### src/rtl/ser_pkg.sv
package ser_pkg;
  localparam int DIV_W = 2;

  typedef enum logic [1:0] {
    CS_INT = 2'd0,
    CS_EXT = 2'd1,
    CS_TMR = 2'd2,
    CS_ALT = 2'd3
  } clk_src_e;

  typedef struct packed {
    logic             rx_only;
    logic             lsb_first;
    logic [DIV_W-1:0] div_sel;
    clk_src_e         clk_sel;
  } mode_t;

  localparam int MODE_W = $bits(mode_t);
endpackage

### src/rtl/ser_clk_gen.sv
module ser_clk_gen
  import ser_pkg::*;
#(
  parameter int SYNC_STAGES = 2
) (
  input  logic             clk_i,
  input  logic             rst_ni,
  input  logic             run_i,
  input  clk_src_e         clk_sel_i,
  input  logic [DIV_W-1:0] div_sel_i,
  input  logic             tmr_tick_i,
  input  logic             sck_i,
  output logic             sck_o,
  output logic             sck_oe_o,
  output logic             rise_o,
  output logic             fall_o
);
  localparam int PRESC_W = (1 << DIV_W) + 1;

  logic [SYNC_STAGES:0]  sync_q;
  logic [PRESC_W-1:0]    presc_q;
  logic [PRESC_W-1:0]    limit;
  logic                  sck_q;
  logic                  int_src, ext_src;
  logic                  toggle;
  logic                  ext_rise, ext_fall;

  assign int_src = (clk_sel_i == CS_INT) || (clk_sel_i == CS_ALT);
  assign ext_src = (clk_sel_i == CS_EXT);
  assign limit   = (PRESC_W'(2) << div_sel_i) - PRESC_W'(1);

  // pin synchroniser, last stage kept for edge detection
  always_ff @(posedge clk_i or negedge rst_ni) begin
    if (!rst_ni) sync_q <= '1;
    else         sync_q <= {sync_q[SYNC_STAGES-1:0], sck_i};
  end

  assign ext_rise = sync_q[SYNC_STAGES-1] & ~sync_q[SYNC_STAGES];
  assign ext_fall = ~sync_q[SYNC_STAGES-1] & sync_q[SYNC_STAGES];

  always_comb begin
    toggle = 1'b0;
    if (run_i) begin
      if (clk_sel_i == CS_TMR) toggle = tmr_tick_i;
      else if (int_src)        toggle = (presc_q == limit);
    end
  end

  always_ff @(posedge clk_i or negedge rst_ni) begin
    if (!rst_ni)                           presc_q <= '0;
    else if (!run_i || !int_src || toggle) presc_q <= '0;
    else                                   presc_q <= presc_q + PRESC_W'(1);
  end

  always_ff @(posedge clk_i or negedge rst_ni) begin
    if (!rst_ni)     sck_q <= 1'b1;
    else if (toggle) sck_q <= ~sck_q;
    else if (!run_i) sck_q <= 1'b1;
  end

  assign rise_o   = ext_src ? (run_i & ext_rise) : (toggle & ~sck_q);
  assign fall_o   = ext_src ? (run_i & ext_fall) : (toggle & sck_q);
  assign sck_o    = sck_q;
  assign sck_oe_o = ~ext_src;
endmodule

### src/rtl/ser_shift.sv
module ser_shift #(
  parameter int DATA_W = 8
) (
  input  logic              clk_i,
  input  logic              rst_ni,
  input  logic              load_i,
  input  logic [DATA_W-1:0] wdata_i,
  input  logic              lsb_first_i,
  input  logic              rx_only_i,
  input  logic              rise_i,
  input  logic              fall_i,
  input  logic              sdi_i,
  output logic [DATA_W-1:0] data_o,
  output logic              sdo_o,
  output logic              done_o
);
  localparam int CNT_W = (DATA_W > 1) ? $clog2(DATA_W) : 1;
  localparam logic [CNT_W-1:0] LAST = CNT_W'(DATA_W - 1);

  logic [DATA_W-1:0] sr_q;
  logic [CNT_W-1:0]  cnt_q;
  logic              sdo_q;

  assign done_o = rise_i && (cnt_q == LAST);

  always_ff @(posedge clk_i or negedge rst_ni) begin
    if (!rst_ni) begin
      sr_q  <= '0;
      cnt_q <= '0;
      sdo_q <= 1'b1;
    end else if (load_i) begin
      sr_q  <= wdata_i;
      cnt_q <= '0;
      sdo_q <= 1'b1;
    end else begin
      if (fall_i && !rx_only_i)
        sdo_q <= lsb_first_i ? sr_q[0] : sr_q[DATA_W-1];
      if (rise_i) begin
        sr_q  <= lsb_first_i ? {sdi_i, sr_q[DATA_W-1:1]} : {sr_q[DATA_W-2:0], sdi_i};
        cnt_q <= (cnt_q == LAST) ? '0 : cnt_q + CNT_W'(1);
      end
    end
  end

  assign data_o = sr_q;
  assign sdo_o  = sdo_q;
endmodule

### src/rtl/ser_port.sv
module ser_port
  import ser_pkg::*;
#(
  parameter int DATA_W      = 8,
  parameter int SYNC_STAGES = 2
) (
  input  logic              clk_i,
  input  logic              rst_ni,
  input  logic              mode_wr_i,
  input  logic [MODE_W-1:0] mode_i,
  input  logic              buf_wr_i,
  input  logic [DATA_W-1:0] buf_wdata_i,
  output logic [DATA_W-1:0] buf_rdata_o,
  output logic              busy_o,
  output logic              irq_o,
  input  logic              irq_clr_i,
  input  logic              tmr_tick_i,
  input  logic              sck_i,
  output logic              sck_o,
  output logic              sck_oe_o,
  output logic              sdo_o,
  input  logic              sdi_i
);
  mode_t mode_q;
  logic  busy_q, irq_q;
  logic  load, done, rise, fall;

  assign load = buf_wr_i && !busy_q;

  always_ff @(posedge clk_i or negedge rst_ni) begin
    if (!rst_ni)                   mode_q <= '0;
    else if (mode_wr_i && !busy_q) mode_q <= mode_t'(mode_i);
  end

  always_ff @(posedge clk_i or negedge rst_ni) begin
    if (!rst_ni)   busy_q <= 1'b0;
    else if (load) busy_q <= 1'b1;
    else if (done) busy_q <= 1'b0;
  end

  always_ff @(posedge clk_i or negedge rst_ni) begin
    if (!rst_ni)        irq_q <= 1'b0;
    else if (done)      irq_q <= 1'b1;
    else if (irq_clr_i) irq_q <= 1'b0;
  end

  ser_clk_gen #(.SYNC_STAGES(SYNC_STAGES)) u_clk (
    .clk_i     (clk_i),
    .rst_ni    (rst_ni),
    .run_i     (busy_q),
    .clk_sel_i (mode_q.clk_sel),
    .div_sel_i (mode_q.div_sel),
    .tmr_tick_i(tmr_tick_i),
    .sck_i     (sck_i),
    .sck_o     (sck_o),
    .sck_oe_o  (sck_oe_o),
    .rise_o    (rise),
    .fall_o    (fall)
  );

  ser_shift #(.DATA_W(DATA_W)) u_shift (
    .clk_i      (clk_i),
    .rst_ni     (rst_ni),
    .load_i     (load),
    .wdata_i    (buf_wdata_i),
    .lsb_first_i(mode_q.lsb_first),
    .rx_only_i  (mode_q.rx_only),
    .rise_i     (rise),
    .fall_i     (fall),
    .sdi_i      (sdi_i),
    .data_o     (buf_rdata_o),
    .sdo_o      (sdo_o),
    .done_o     (done)
  );

  assign busy_o = busy_q;
  assign irq_o  = irq_q;
endmodule

### config.mk
export PLATFORM = sky130hd
export DESIGN_NAME = ser_port
export DESIGN_NICKNAME = d
export VERILOG_FILES = /design/src/rtl/ser_pkg.sv /design/src/rtl/ser_clk_gen.sv /design/src/rtl/ser_shift.sv /design/src/rtl/ser_port.sv
export SDC_FILE = /design/constraint.sdc
export NUM_CORES = 1
export LEC_CHECK = 0
export BUFFER_PORTS_ARGS = -buffer_cell sky130_fd_sc_hd__buf_2
export CAP_MARGIN = 0
export CORE_ASPECT_RATIO = 2
export CORE_UTILIZATION = 42
export CTS_CLUSTER_DIAMETER = 200
export DETAILED_ROUTE_END_ITERATION = 10
export GPL_ROUTABILITY_DRIVEN = 0
export HOLD_SLACK_MARGIN = 0.06
export PLACE_DENSITY = 0.67
export SYNTH_ARGS = -nofsm -noshare
export SYNTH_HDL_FRONTEND = slang
export SYNTH_SLANG_ARGS = --single-unit
### constraint.sdc
create_clock -name clk_i -period 1.9 [get_ports clk_i]
set_input_delay 0.19 -clock clk_i [delete_from_list [all_inputs] [get_ports clk_i]]
set_output_delay 0.19 -clock clk_i [all_outputs]
set_load 0.03 [all_outputs]
==> impl_summary.txt, run 1 <==
----------------------------------------------------
[Outcome]
  Run status ... finished, violations left
  Violations in the final reports ... setup timing

[Routing]
  Via count of the routed design ... between 1,000 and 1,500
  DRC Markers ... 0
  Total Wirelength ... 3.684 mm
  Wire per inst ... between 15 and 20 um
  1st-iter DRT viols ... 25
  Detail Route Antenna Nets ... 0
  First drt pass iteration count ... 4
  Mean number of vias per cell ... roughly 5.2

[Global routing]
  First-pass GRT wire length ... 6.154 mm
  GRT Overall Usage ... a little over a fifth
  Via count of the first global-routing pass ... 1,358
  Largest net degree at the start of global routing ... 30
  GR Overflow Total ... 0
  Initial antenna violation count ... 0

[Floorplanning]
  Initial Util ... between 40% and 50%
  Number of placed I/O pins ... 35
  Y dimension of the die ... 88.37 um
  Floorplan core area ... 3607 um^2
  Row count ... 31
  Floorplan die width ... between 40 and 50 um
  Die Outline Area ... 3993 um^2

[Power]
  Worst supply voltage drop on vdd ... ~1.1 mV
  Reported leakage power ... between 0.9 and 1 nW
  Internal portion of total power ... 2.005 mW
  Switching share of total power ... around two fifths
  Switching power ... 1.371 mW
  Proportion of power drawn by flip-flops and latches ... 34.1%
  Clock power frac ... 16.9%
  PnR Total Power ... between 3 and 4 mW
  Share of total power in combinational logic ... 49.0%
  Power density over the cells ... 1645 nW/um^2

[Setup path]
  Endpoint class of the critical path ... flop
  Count of cells along the worst register-to-register path ... 8
  Endpoint of the worst-slack reg-to-reg timing path ... u_shift.data_o[6]$_DFFE_PN0P_
  Worst-path cell with the longest stage delay ... sky130_fd_sc_hd__dfrtp_1
  Type of element launching the critical path ... flop
  Type of the worst setup path ... flop to flop
  CP required ... roughly 2.1 ns
  Critical path cell sequence ... inv_2 > ha_4 > nand2_4 > a2111oi_4 > o211ai_2 > a41oi_4 > buf_12 > mux2_4
  Flop-to-flop setup slack ... -0.07 ns
  Reg-to-Reg Start ... mode_q[0]$_DFFE_PN0P_
  Worst stage delay on the critical path ... 0.37 ns
  Data arrival time of the critical path ... 2.14 ns
  Worst Path Max Fanout ... 8

[STA]
  Hold violation count in the final report ... 0
  Max Clock Skew ... 0.007464 ns
  Unrepaired setup endpoints after global routing ... yes
  Slew at the pin closest to its max-slew limit ... 0.6454 ns
  Max-Slew Margin vs Limit ... a little under three fifths
  Count of pins over their slew limit ... 0
  Worst setup margin ... -0.07282 ns
  Highest attainable clock frequency ... between 0.5 and 0.6 GHz
  Part of the cycle the worst path needs ... 103.8%
  Hold WS ... roughly 0.13 ns
  Final-report setup violation count ... 8
  Min Tclk post-route ... 1.973 ns

[Cells and area]
  # nets final ... 221
  # diodes ... 0
  Most common cell after layout, fill and taps aside ... sky130_fd_sc_hd__buf_2
  Signed area change from the synthesized netlist to the final layout ... 30.99%
  Fraction of layout cells with a size suffix above 1 ... 43.08%
  Leading cell types in the layout, fill and taps excluded ... 34 x sky130_fd_sc_hd__buf_2, 24 x sky130_fd_sc_hd__dfrtp_1, 17 x sky130_fd_sc_hd__nand2_1

[Synth]
  Cell taking the most area after synthesis ... sky130_fd_sc_hd__dfrtp_1
  Cell count after synthesis ... between 100 and 150
  FF+latch count, synth ... 29
  Cell area after synthesis ... 1567 um^2
  Number of warnings issued by yosys ... 0
  Cell types with the largest area share after synthesis ... sky130_fd_sc_hd__dfrtp_1 38%, sky130_fd_sc_hd__mux2i_1 8.9%, sky130_fd_sc_hd__mux2_2 8.6%
  Register area share after synthesis ... 46.73%
  Post-Synthesis Mean Instance Area ... 10.80 um^2
  Cell variety after synth ... 34
  Post-synthesis net count ... between 150 and 200
  Fraction of synthesized cell area taken by the top area cell type ... 38.34%

[Job]
  Max capacitance violation total ... 0

[Clock tree]
  Clock tree buffer depth ... 2
  Max H-tree Level ... 2
  CTS clk-pin slew, worst paths ... ~0.06 ns
  Root Driver ... sky130_fd_sc_hd__clkbuf_8
  Clock tree from TritonCTS ... built
  Sinks on the clock net ... 29
  Number of clock buffers inserted by TritonCTS ... 5
  Worst-Skew Late Latency ... between 0.2 and 0.3 ns

[Place]
  Input/output buffers ... 34
  Dpl hpwl ... 2.667 mm

[Hold path]
  Hold Path Sink ... mode_q[4]$_DFFE_PN0P_
  Hold path cells ... 2
  Type of the tightest min-delay check ... input pin to flop
  Origin of the worst min-delay path ... mode_i[4]

----------------------------------------------------
-- logic make-up (layout without fill, tap and decap cells) --
logic type | count (synthesis) | count (layout) | synth area share [%]
buffers and inverters | 11 | 61 | 2.636
and+or+nand+nor | 46 | 46 | 14.14
xor gates and xnor gates | 3 | 3 | 1.678
DFF | 29 | 29 | 46.73
adders and majority gates | 5 | 5 | 3.994
AOI/OAI and AO/OA | 25 | 25 | 13.26
muxes | 26 | 26 | 17.57
-- layer usage --
| metal | GRT usage, % | routed length, um |
|---|---|---|
| met1 | 21.66 | 1299 |
| met2 | 40.32 | 2161 |
| met3 | 3.265 | 116 |
| met4 | 12.40 | 106 |
| met5 | 0 | 0 |
-- metrics by stage --
step                TNS [ns]  utilization, %  std cells  worst slack, ns  cell area, um^2
floorplan            -0.7212               -        145         -0.09015             1567
global placement     -0.9880           51.20        232          -0.1243             1847
detailed placement    -1.522           51.20        232          -0.2068             1847
CTS                  -0.6602           57.09        245         -0.08700             2059
global route          -1.021           56.89        244          -0.1299             2052
finish               -0.4980           56.89        244         -0.07282             2052
-- synth_stat cells, drive strengths merged --
master and count:
a41oi 1, a2111oi 1, nor2b 2, nor4b 1
nand3 3, xor2 2, clkbuf 5, nor3b 1
dfrtp 24, xnor2 1, ha 5, o32ai 1
and2b 1, and3b 1, o211ai 1, or2 3
a22o 1, nor2 10, nand2 18, inv 6
nand4 1, a21oi 3, o2111ai 1, a21boi 1
mux2i 14, o21bai 1, o2111a 1, o21ai 13
dfstp 5, nor3 1, mux2 12, nand2b 4
-- power by group through the flow --
stage	combinational, mW	clock (mW)	sequential, mW
final	1.66	0.570	1.15
after global routing	1.80	0.602	1.18
after detailed placement	1.42	0	1.14
after floorplan	0.885	0	1.24
after global placement	1.34	0	1.12
after CTS	1.66	0.579	1.15
-- critical path: cells and delay by family (launching register included) --
family                   cells  cell delay (ns)
AO/OA/AOI/OAI                3             0.63
adder cells (fa/ha/maj)      1             0.27
buffers and inverters        2             0.23
flip-flops                   1             0.37
AND/OR/NAND/NOR              1             0.05
multiplexers                 1             0.31
-- flip-flops by register name, indices dropped and copies added, names as in the netlist --
name and count:
busy_o 1, irq_o 1, mode_q 6, u_clk.presc_q 5
u_clk.sck_o 1, u_clk.sync_q 3, u_shift.cnt_q 3, u_shift.data_o 8
u_shift.sdo_o 1
-- what timing repair did --
action / 4_1_cts / 5_1_grt
setup endpoints to repair: 8 / 19
setup buffers: 3 / 0
hold buffers: 2 / 0
endpoints found under the hold margin: 25 / 0
pin swaps: 10 / 3
gates resized for setup: 14 / 1
-- area by class of cell --
cell class | count | area (um^2)
Clock buffer | 7 | 96.34
Clock inverter | 1 | 5.005
Fill cell | 330 | 1555
Inverter | 6 | 22.52
Multi-Input combinational cell | 105 | 845.8
Sequential cell | 29 | 732.0
Tap cell | 49 | 61.31
Timing Repair Buffer | 47 | 289.0
-- worst max-delay path by stage --
stage                     slack [ns]                             to                   from  cells past startpoint
final                          -0.07  u_shift.data_o[6]$_DFFE_PN0P_  mode_q[0]$_DFFE_PN0P_                      8
after global routing           -0.13  u_shift.data_o[6]$_DFFE_PN0P_  mode_q[1]$_DFFE_PN0P_                      7
after CTS                      -0.09  u_shift.data_o[1]$_DFFE_PN0P_  mode_q[0]$_DFFE_PN0P_                      8
after detailed placement       -0.21  u_shift.data_o[1]$_DFFE_PN0P_  mode_q[0]$_DFFE_PN0P_                      7
after global placement         -0.12  u_shift.data_o[1]$_DFFE_PN0P_  mode_q[0]$_DFFE_PN0P_                      7
after floorplan                -0.09  u_shift.data_o[0]$_DFFE_PN0P_  mode_q[0]$_DFFE_PN0P_                      7
Note: power is estimated with default switching activity, not from simulation.
==> inputs of run 2 (changes only) <==
--- a/config.mk
+++ b/config.mk
@@ -9,11 +9,12 @@
 export CAP_MARGIN = 0
 export CORE_ASPECT_RATIO = 2
 export CORE_UTILIZATION = 42
+export CTS_BUF_LIST = sky130_fd_sc_hd__clkbuf_8 sky130_fd_sc_hd__clkbuf_16
 export CTS_CLUSTER_DIAMETER = 200
+export CTS_CLUSTER_SIZE = 16
 export DETAILED_ROUTE_END_ITERATION = 10
 export GPL_ROUTABILITY_DRIVEN = 0
 export HOLD_SLACK_MARGIN = 0.06
-export PLACE_DENSITY = 0.67
 export SYNTH_ARGS = -nofsm -noshare
 export SYNTH_HDL_FRONTEND = slang
 export SYNTH_SLANG_ARGS = --single-unit
==> constraint.sdc (replaced) <==
create_clock -name clk_i -period 2.3 [get_ports clk_i]
set_input_delay 0.23 -clock clk_i [delete_from_list [all_inputs] [get_ports clk_i]]
set_output_delay 0.23 -clock clk_i [all_outputs]
set_load 0.03 [all_outputs]
==> impl_summary.txt, run 2 (same netlist as run 1, synthesis figures left out) <==
----------------------------------------------------
[STA]
  Min Tclk post-route ... 2.107 ns
  Final-report setup violation count ... 0
  Worst setup margin ... 0.1929 ns
  Count of pins over their slew limit ... 0
  Unrepaired setup endpoints after global routing ... no
  Max-Slew Margin vs Limit ... 56.11%
  Highest attainable clock frequency ... 0.4746 GHz
  Hold violation count in the final report ... 0
  Max Clock Skew ... 0.008314 ns
  Slew at the pin closest to its max-slew limit ... 0.6584 ns
  Part of the cycle the worst path needs ... around nine tenths
  Total negative setup slack ... 0 ns
  Hold WS ... 0.1721 ns

[Place]
  Input/output buffers ... 34
  Dpl hpwl ... 2.508 mm
  Placed inst area ... 1787 um^2
  Count of placed standard cells including taps ... 224
  Placement Setup Slack ... 0.1052 ns

[Cells and area]
  Signed area change from the synthesized netlist to the final layout ... 22.76%
  Multi-input combinational cell area ... around 800 um^2
  Fraction of layout cells with a size suffix above 1 ... ~37%
  Number of fill cells in the layout ... about 350
  Area taken by flip-flops and latches ... 732.0 um^2
  Final core utilization ... 53.31%
  Post-route design area ... 1923 um^2
  Leading cell types in the layout, fill and taps excluded ... 34 x sky130_fd_sc_hd__buf_2, 24 x sky130_fd_sc_hd__dfrtp_1, 18 x sky130_fd_sc_hd__nand2_1
  Most common cell after layout, fill and taps aside ... sky130_fd_sc_hd__buf_2
  Non-filler cells, final ... approximately 230
  Number of flip-flops in the largest register ... 8
  # diodes ... 0
  # nets final ... about 210

[Power]
  Clock power frac ... 21.0%
  PnR Total Power ... 2.585 mW
  Internal portion of total power ... 1.558 mW
  Reported leakage power ... 0.8988 nW
  Worst supply voltage drop on vdd ... 0.6295 mV
  Switching share of total power ... 39.74%
  Switching power ... 1.027 mW
  Power density over the cells ... 1344 nW/um^2
  Proportion of power drawn by flip-flops and latches ... 36.3%
  Share of total power in combinational logic ... 42.7%

[Global routing]
  GRT Overall Usage ... about a fifth
  First-pass GRT wire length ... 5.395 mm
  GR Overflow Total ... 0
  Largest net degree at the start of global routing ... 30
  Initial antenna violation count ... 0
  Via count of the first global-routing pass ... 1,232

[Routing]
  1st-iter DRT viols ... 16
  First drt pass iteration count ... 4
  DRC Markers ... 0
  Wire per inst ... 13.89 um
  Mean number of vias per cell ... 5.103
  Detail Route Antenna Nets ... 0
  Via count of the routed design ... 1,194
  Total Wirelength ... 3.250 mm

[Floorplanning]
  Initial Util ... a little over two fifths
  Number of placed I/O pins ... 35
  Die Outline Area ... 3993 um^2
  Row count ... 31
  Floorplan core area ... 3607 um^2
  Y dimension of the die ... approximately 90 um
  Floorplan die width ... around 45 um

[Clock tree]
  Clock tree buffer depth ... 2
  Worst-Skew Late Latency ... 0.28 ns
  Clock tree from TritonCTS ... built
  CTS clk-pin slew, worst paths ... 0.07 ns
  Root Driver ... sky130_fd_sc_hd__clkbuf_8
  Max H-tree Level ... 2
  Number of clock buffers inserted by TritonCTS ... 5
  Sinks on the clock net ... 29
  Cells resized by post-CTS repair ... 0

[Setup path]
  Type of element launching the critical path ... flop
  Worst Path Max Fanout ... 8
  CP required ... between 2 and 2.5 ns
  Endpoint class of the critical path ... flop
  Data arrival time of the critical path ... about 2.3 ns
  Type of the worst setup path ... flop to flop

[Hold path]
  Type of the tightest min-delay check ... input pin to flop

[Outcome]
  Run status ... finished, final reports clean

[Job]
  Max capacitance violation total ... 0

----------------------------------------------------
==> run 2: metal layers <==
layer  global-route usage [%]  up-vias  part of all wire, %
met4                    9.366        0                  2.1
met3                    4.694        6                  3.9
met5                        0        -                    0
met2                    36.23       28                   57
li1                         -      582                    -
met1                    17.49      578                   37
==> run 2: final timing paths <==
kind	endpoint	startpoint	depth (start not counted)	slack, ns
worst max register to register	u_shift.data_o[0]$_DFFE_PN0P_	mode_q[0]$_DFFE_PN0P_	7	0.19
max in group asynchronous	u_clk.presc_q[3]$_DFF_PN0_	rst_ni	2	1.36
worst min register to register	u_clk.sync_q[1]$_DFF_PN1_	u_clk.sync_q[0]$_DFF_PN1_	0	0.36
worst min-delay path	mode_q[1]$_DFFE_PN0P_	mode_i[1]	3	0.17
worst max-delay path	u_shift.data_o[0]$_DFFE_PN0P_	mode_q[0]$_DFFE_PN0P_	7	0.19
min in group asynchronous	mode_q[4]$_DFFE_PN0P_	rst_ni	2	0.52
==> run 2: worst max-delay path: stages, from the launching register on <==
cell and delay, ns:
sky130_fd_sc_hd__dfrtp_1 0.35, sky130_fd_sc_hd__inv_1 0.06, sky130_fd_sc_hd__ha_1 0.30, sky130_fd_sc_hd__nand2_1 0.09, sky130_fd_sc_hd__a2111oi_4 0.27, sky130_fd_sc_hd__o211ai_2 0.21, sky130_fd_sc_hd__a41oi_4 0.33, sky130_fd_sc_hd__mux2_2 0.38
==> run 2: area by class of cell <==
type                            count  area share, %
Clock inverter                      2          1.757
Sequential cell                    29          38.06
Multi-Input combinational cell    105          41.25
Timing Repair Buffer               37          10.28
Tap cell                           49          3.188
Clock buffer                        6          4.294
Inverter                            6          1.171
==> run 2: power by group through the flow <==
stage	combinational, mW	clock [mW]	sequential [mW]
floorplan	0.731	0	1.03
global placement	1.08	0	0.945
detailed placement	1.11	0	0.950
CTS	1.12	0.558	0.943
global route	1.22	0.581	0.971
finish	1.10	0.542	0.939
==> run 2: what timing repair did <==
item                                    4_1_cts  5_1_grt
hold endpoints to repair                     25        0
endpoints found under the setup margin        0        8
setup buffers                                 0        0
hold buffers                                  2        0
==> inputs of run 3 (changes only) <==
--- a/config.mk
+++ b/config.mk
@@ -8,13 +8,14 @@
 export BUFFER_PORTS_ARGS = -buffer_cell sky130_fd_sc_hd__buf_2
 export CAP_MARGIN = 0
 export CORE_ASPECT_RATIO = 2
-export CORE_UTILIZATION = 42
+export CORE_UTILIZATION = 57
 export CTS_BUF_LIST = sky130_fd_sc_hd__clkbuf_8 sky130_fd_sc_hd__clkbuf_16
 export CTS_CLUSTER_DIAMETER = 200
 export CTS_CLUSTER_SIZE = 16
 export DETAILED_ROUTE_END_ITERATION = 10
 export GPL_ROUTABILITY_DRIVEN = 0
 export HOLD_SLACK_MARGIN = 0.06
+export PLACE_DENSITY = 0.83
 export SYNTH_ARGS = -nofsm -noshare
 export SYNTH_HDL_FRONTEND = slang
 export SYNTH_SLANG_ARGS = --single-unit
==> constraint.sdc (replaced) <==
create_clock -name clk_i -period 2.7 [get_ports clk_i]
set_input_delay 0.675 -clock clk_i [delete_from_list [all_inputs] [get_ports clk_i]]
set_output_delay 0.675 -clock clk_i [all_outputs]
set_load 0.03 [all_outputs]
==> impl_summary.txt, run 3 (same netlist as run 1, synthesis figures left out) <==
----------------------------------------------------
[Cells and area]
  Number of flip-flops in the largest register ... 8
  Most common cell after layout, fill and taps aside ... sky130_fd_sc_hd__buf_2
  # nets final ... 209
  Leading cell types in the layout, fill and taps excluded ... 34 x sky130_fd_sc_hd__buf_2, 24 x sky130_fd_sc_hd__dfrtp_1, 18 x sky130_fd_sc_hd__nand2_1
  Number of fill cells in the layout ... between 150 and 200
  Signed area change from the synthesized netlist to the final layout ... 17.65%
  # diodes ... 0
  Fraction of layout cells with a size suffix above 1 ... 37.70%
  Post-route design area ... 1843 um^2

[Global routing]
  Global routing usage on met3 ... between 5 and 6%
  Met1 capacity usage during global routing ... 24.06%
  First-pass GRT wire length ... 5.168 mm
  GRT Overall Usage ... 25.56%
  Via count of the first global-routing pass ... 1,205
  Gr busiest metal ... met2
  Grt met2 use ... 42.67%
  Largest net degree at the start of global routing ... 30
  GR Overflow Total ... 0
  Initial antenna violation count ... 0

[Power]
  Worst supply voltage drop on vdd ... 0.7673 mV
  Power density over the cells ... between 1000 and 1500 nW/um^2
  Reported leakage power ... just under 0.9 nW

[Routing]
  Wire per inst ... 15.25 um
  Detail Route Antenna Nets ... 0
  Mean number of vias per cell ... 5.697
  First drt pass iteration count ... 4
  DRC Markers ... 0
  Total Wirelength ... 3.218 mm
  1st-iter DRT viols ... 18
  Via count of the routed design ... 1,202

[Clock tree]
  CTS clk-pin slew, worst paths ... approximately 0.07 ns
  Cells resized by post-CTS repair ... 0
  Max H-tree Level ... 2
  Hold buffer count at cts ... 0
  Root Driver ... sky130_fd_sc_hd__clkbuf_8
  Worst-Skew Late Latency ... 0.29 ns
  Number of clock buffers inserted by TritonCTS ... 5
  Sinks on the clock net ... 29
  Clock tree from TritonCTS ... built
  Clock tree buffer depth ... 2
  Postcts setup bufs ... 0

[STA]
  Hold WS ... 0.3553 ns
  Highest attainable clock frequency ... 0.4509 GHz
  Part of the cycle the worst path needs ... between 80% and 90%
  Slew at the pin closest to its max-slew limit ... 0.6249 ns
  Hold violation count in the final report ... 0
  Max-Slew Margin vs Limit ... 58.34%
  Unrepaired setup endpoints after global routing ... no
  Total negative setup slack ... 0 ns
  Final-report setup violation count ... 0
  Max Clock Skew ... about 0.0082 ns
  Min Tclk post-route ... 2.218 ns
  Count of pins over their slew limit ... 0

[Floorplanning]
  Die Outline Area ... 2975 um^2
  Floorplan die width ... roughly 39 um
  Y dimension of the die ... 76.14 um
  Floorplan core area ... 2570 um^2
  Number of placed I/O pins ... 35
  Row count ... 26
  Initial Util ... between 60% and 70%

[Setup path]
  Data arrival time of the critical path ... 2.38 ns
  Endpoint class of the critical path ... flop
  Type of the worst setup path ... flop to flop
  Worst Path Max Fanout ... 8
  Type of element launching the critical path ... flop
  CP required ... between 2 and 3 ns

[Outcome]
  Run status ... finished, final reports clean

[Job]
  Max capacitance violation total ... 0

[Hold path]
  Type of the tightest min-delay check ... flop to flop

[Place]
  Input/output buffers ... 34
  Dpl hpwl ... 2.460 mm
  Placed inst area ... about 1800 um^2

----------------------------------------------------
[run 3: cell types whose count changed in the layout (fill, tap and decap cells not counted), sizes merged]
| cell | change |
|---|---|
| bufinv | -1 |
| clkbuf | -1 |
| clkinv | +2 |
| dlygate4sd3 | -2 |
[run 3: final timing paths]
kind	start	endpoint	slack (ns)	cells after the start
max	mode_q[0]$_DFFE_PN0P_	u_shift.data_o[7]$_DFFE_PN0P_	0.48	7
min	u_clk.sync_q[0]$_DFF_PN1_	u_clk.sync_q[1]$_DFF_PN1_	0.36	0
max reg2reg	mode_q[0]$_DFFE_PN0P_	u_shift.data_o[7]$_DFFE_PN0P_	0.48	7
min reg2reg	u_clk.sync_q[0]$_DFF_PN1_	u_clk.sync_q[1]$_DFF_PN1_	0.36	0
max in group asynchronous	rst_ni	u_clk.presc_q[1]$_DFF_PN0_	1.88	1
min in group asynchronous	rst_ni	mode_q[0]$_DFFE_PN0P_	0.40	1
[run 3: worst max-delay path, cell delays in order, from the launching register on]
cell and delay [ns]:
sky130_fd_sc_hd__dfrtp_1 0.35, sky130_fd_sc_hd__inv_1 0.06, sky130_fd_sc_hd__ha_1 0.29, sky130_fd_sc_hd__nand2_1 0.09, sky130_fd_sc_hd__a2111oi_4 0.27, sky130_fd_sc_hd__o211ai_2 0.22
sky130_fd_sc_hd__a41oi_4 0.43, sky130_fd_sc_hd__mux2_2 0.39
[run 3: final cells by class]
class | count | area [um^2] | share of cell area [%]
clock buffers | 5 | 68.82 | 3.734
clock inverters | 3 | 13.76 | 0.7468
inverters | 6 | 22.52 | 1.222
multi-input cells | 105 | 793.3 | 43.04
flip-flops and latches | 29 | 732.0 | 39.71
well taps | 28 | 35.03 | 1.901
repair buffers | 35 | 177.7 | 9.640
[run 3: power breakdown]
part / internal (mW) / total (mW) / switching [mW]
logic: 0.420 / 0.952 / 0.532
clock network: 0.174 / 0.342 / 0.168
registers: 0.608 / 0.796 / 0.188
[run 3: per-stage QoR]
step / cells / util (%) / power (mW) / worst slack [ns]
global placement: 203 / 68.50 / 1.701 / 0.6124
floorplan: 145 / - / 1.496 / 0.7099
global route: 211 / 71.71 / 2.233 / 0.3471
detailed placement: 203 / 68.50 / 1.761 / 0.4853
finish: 211 / 71.71 / 2.090 / 0.4824
CTS: 211 / 71.71 / 2.110 / 0.4652
[run 3: per-layer routing]
layer	vias up	wire length, um
li1	576	-
met4	0	167
met1	572	1112
met5	-	0
met2	40	1797
met3	14	140
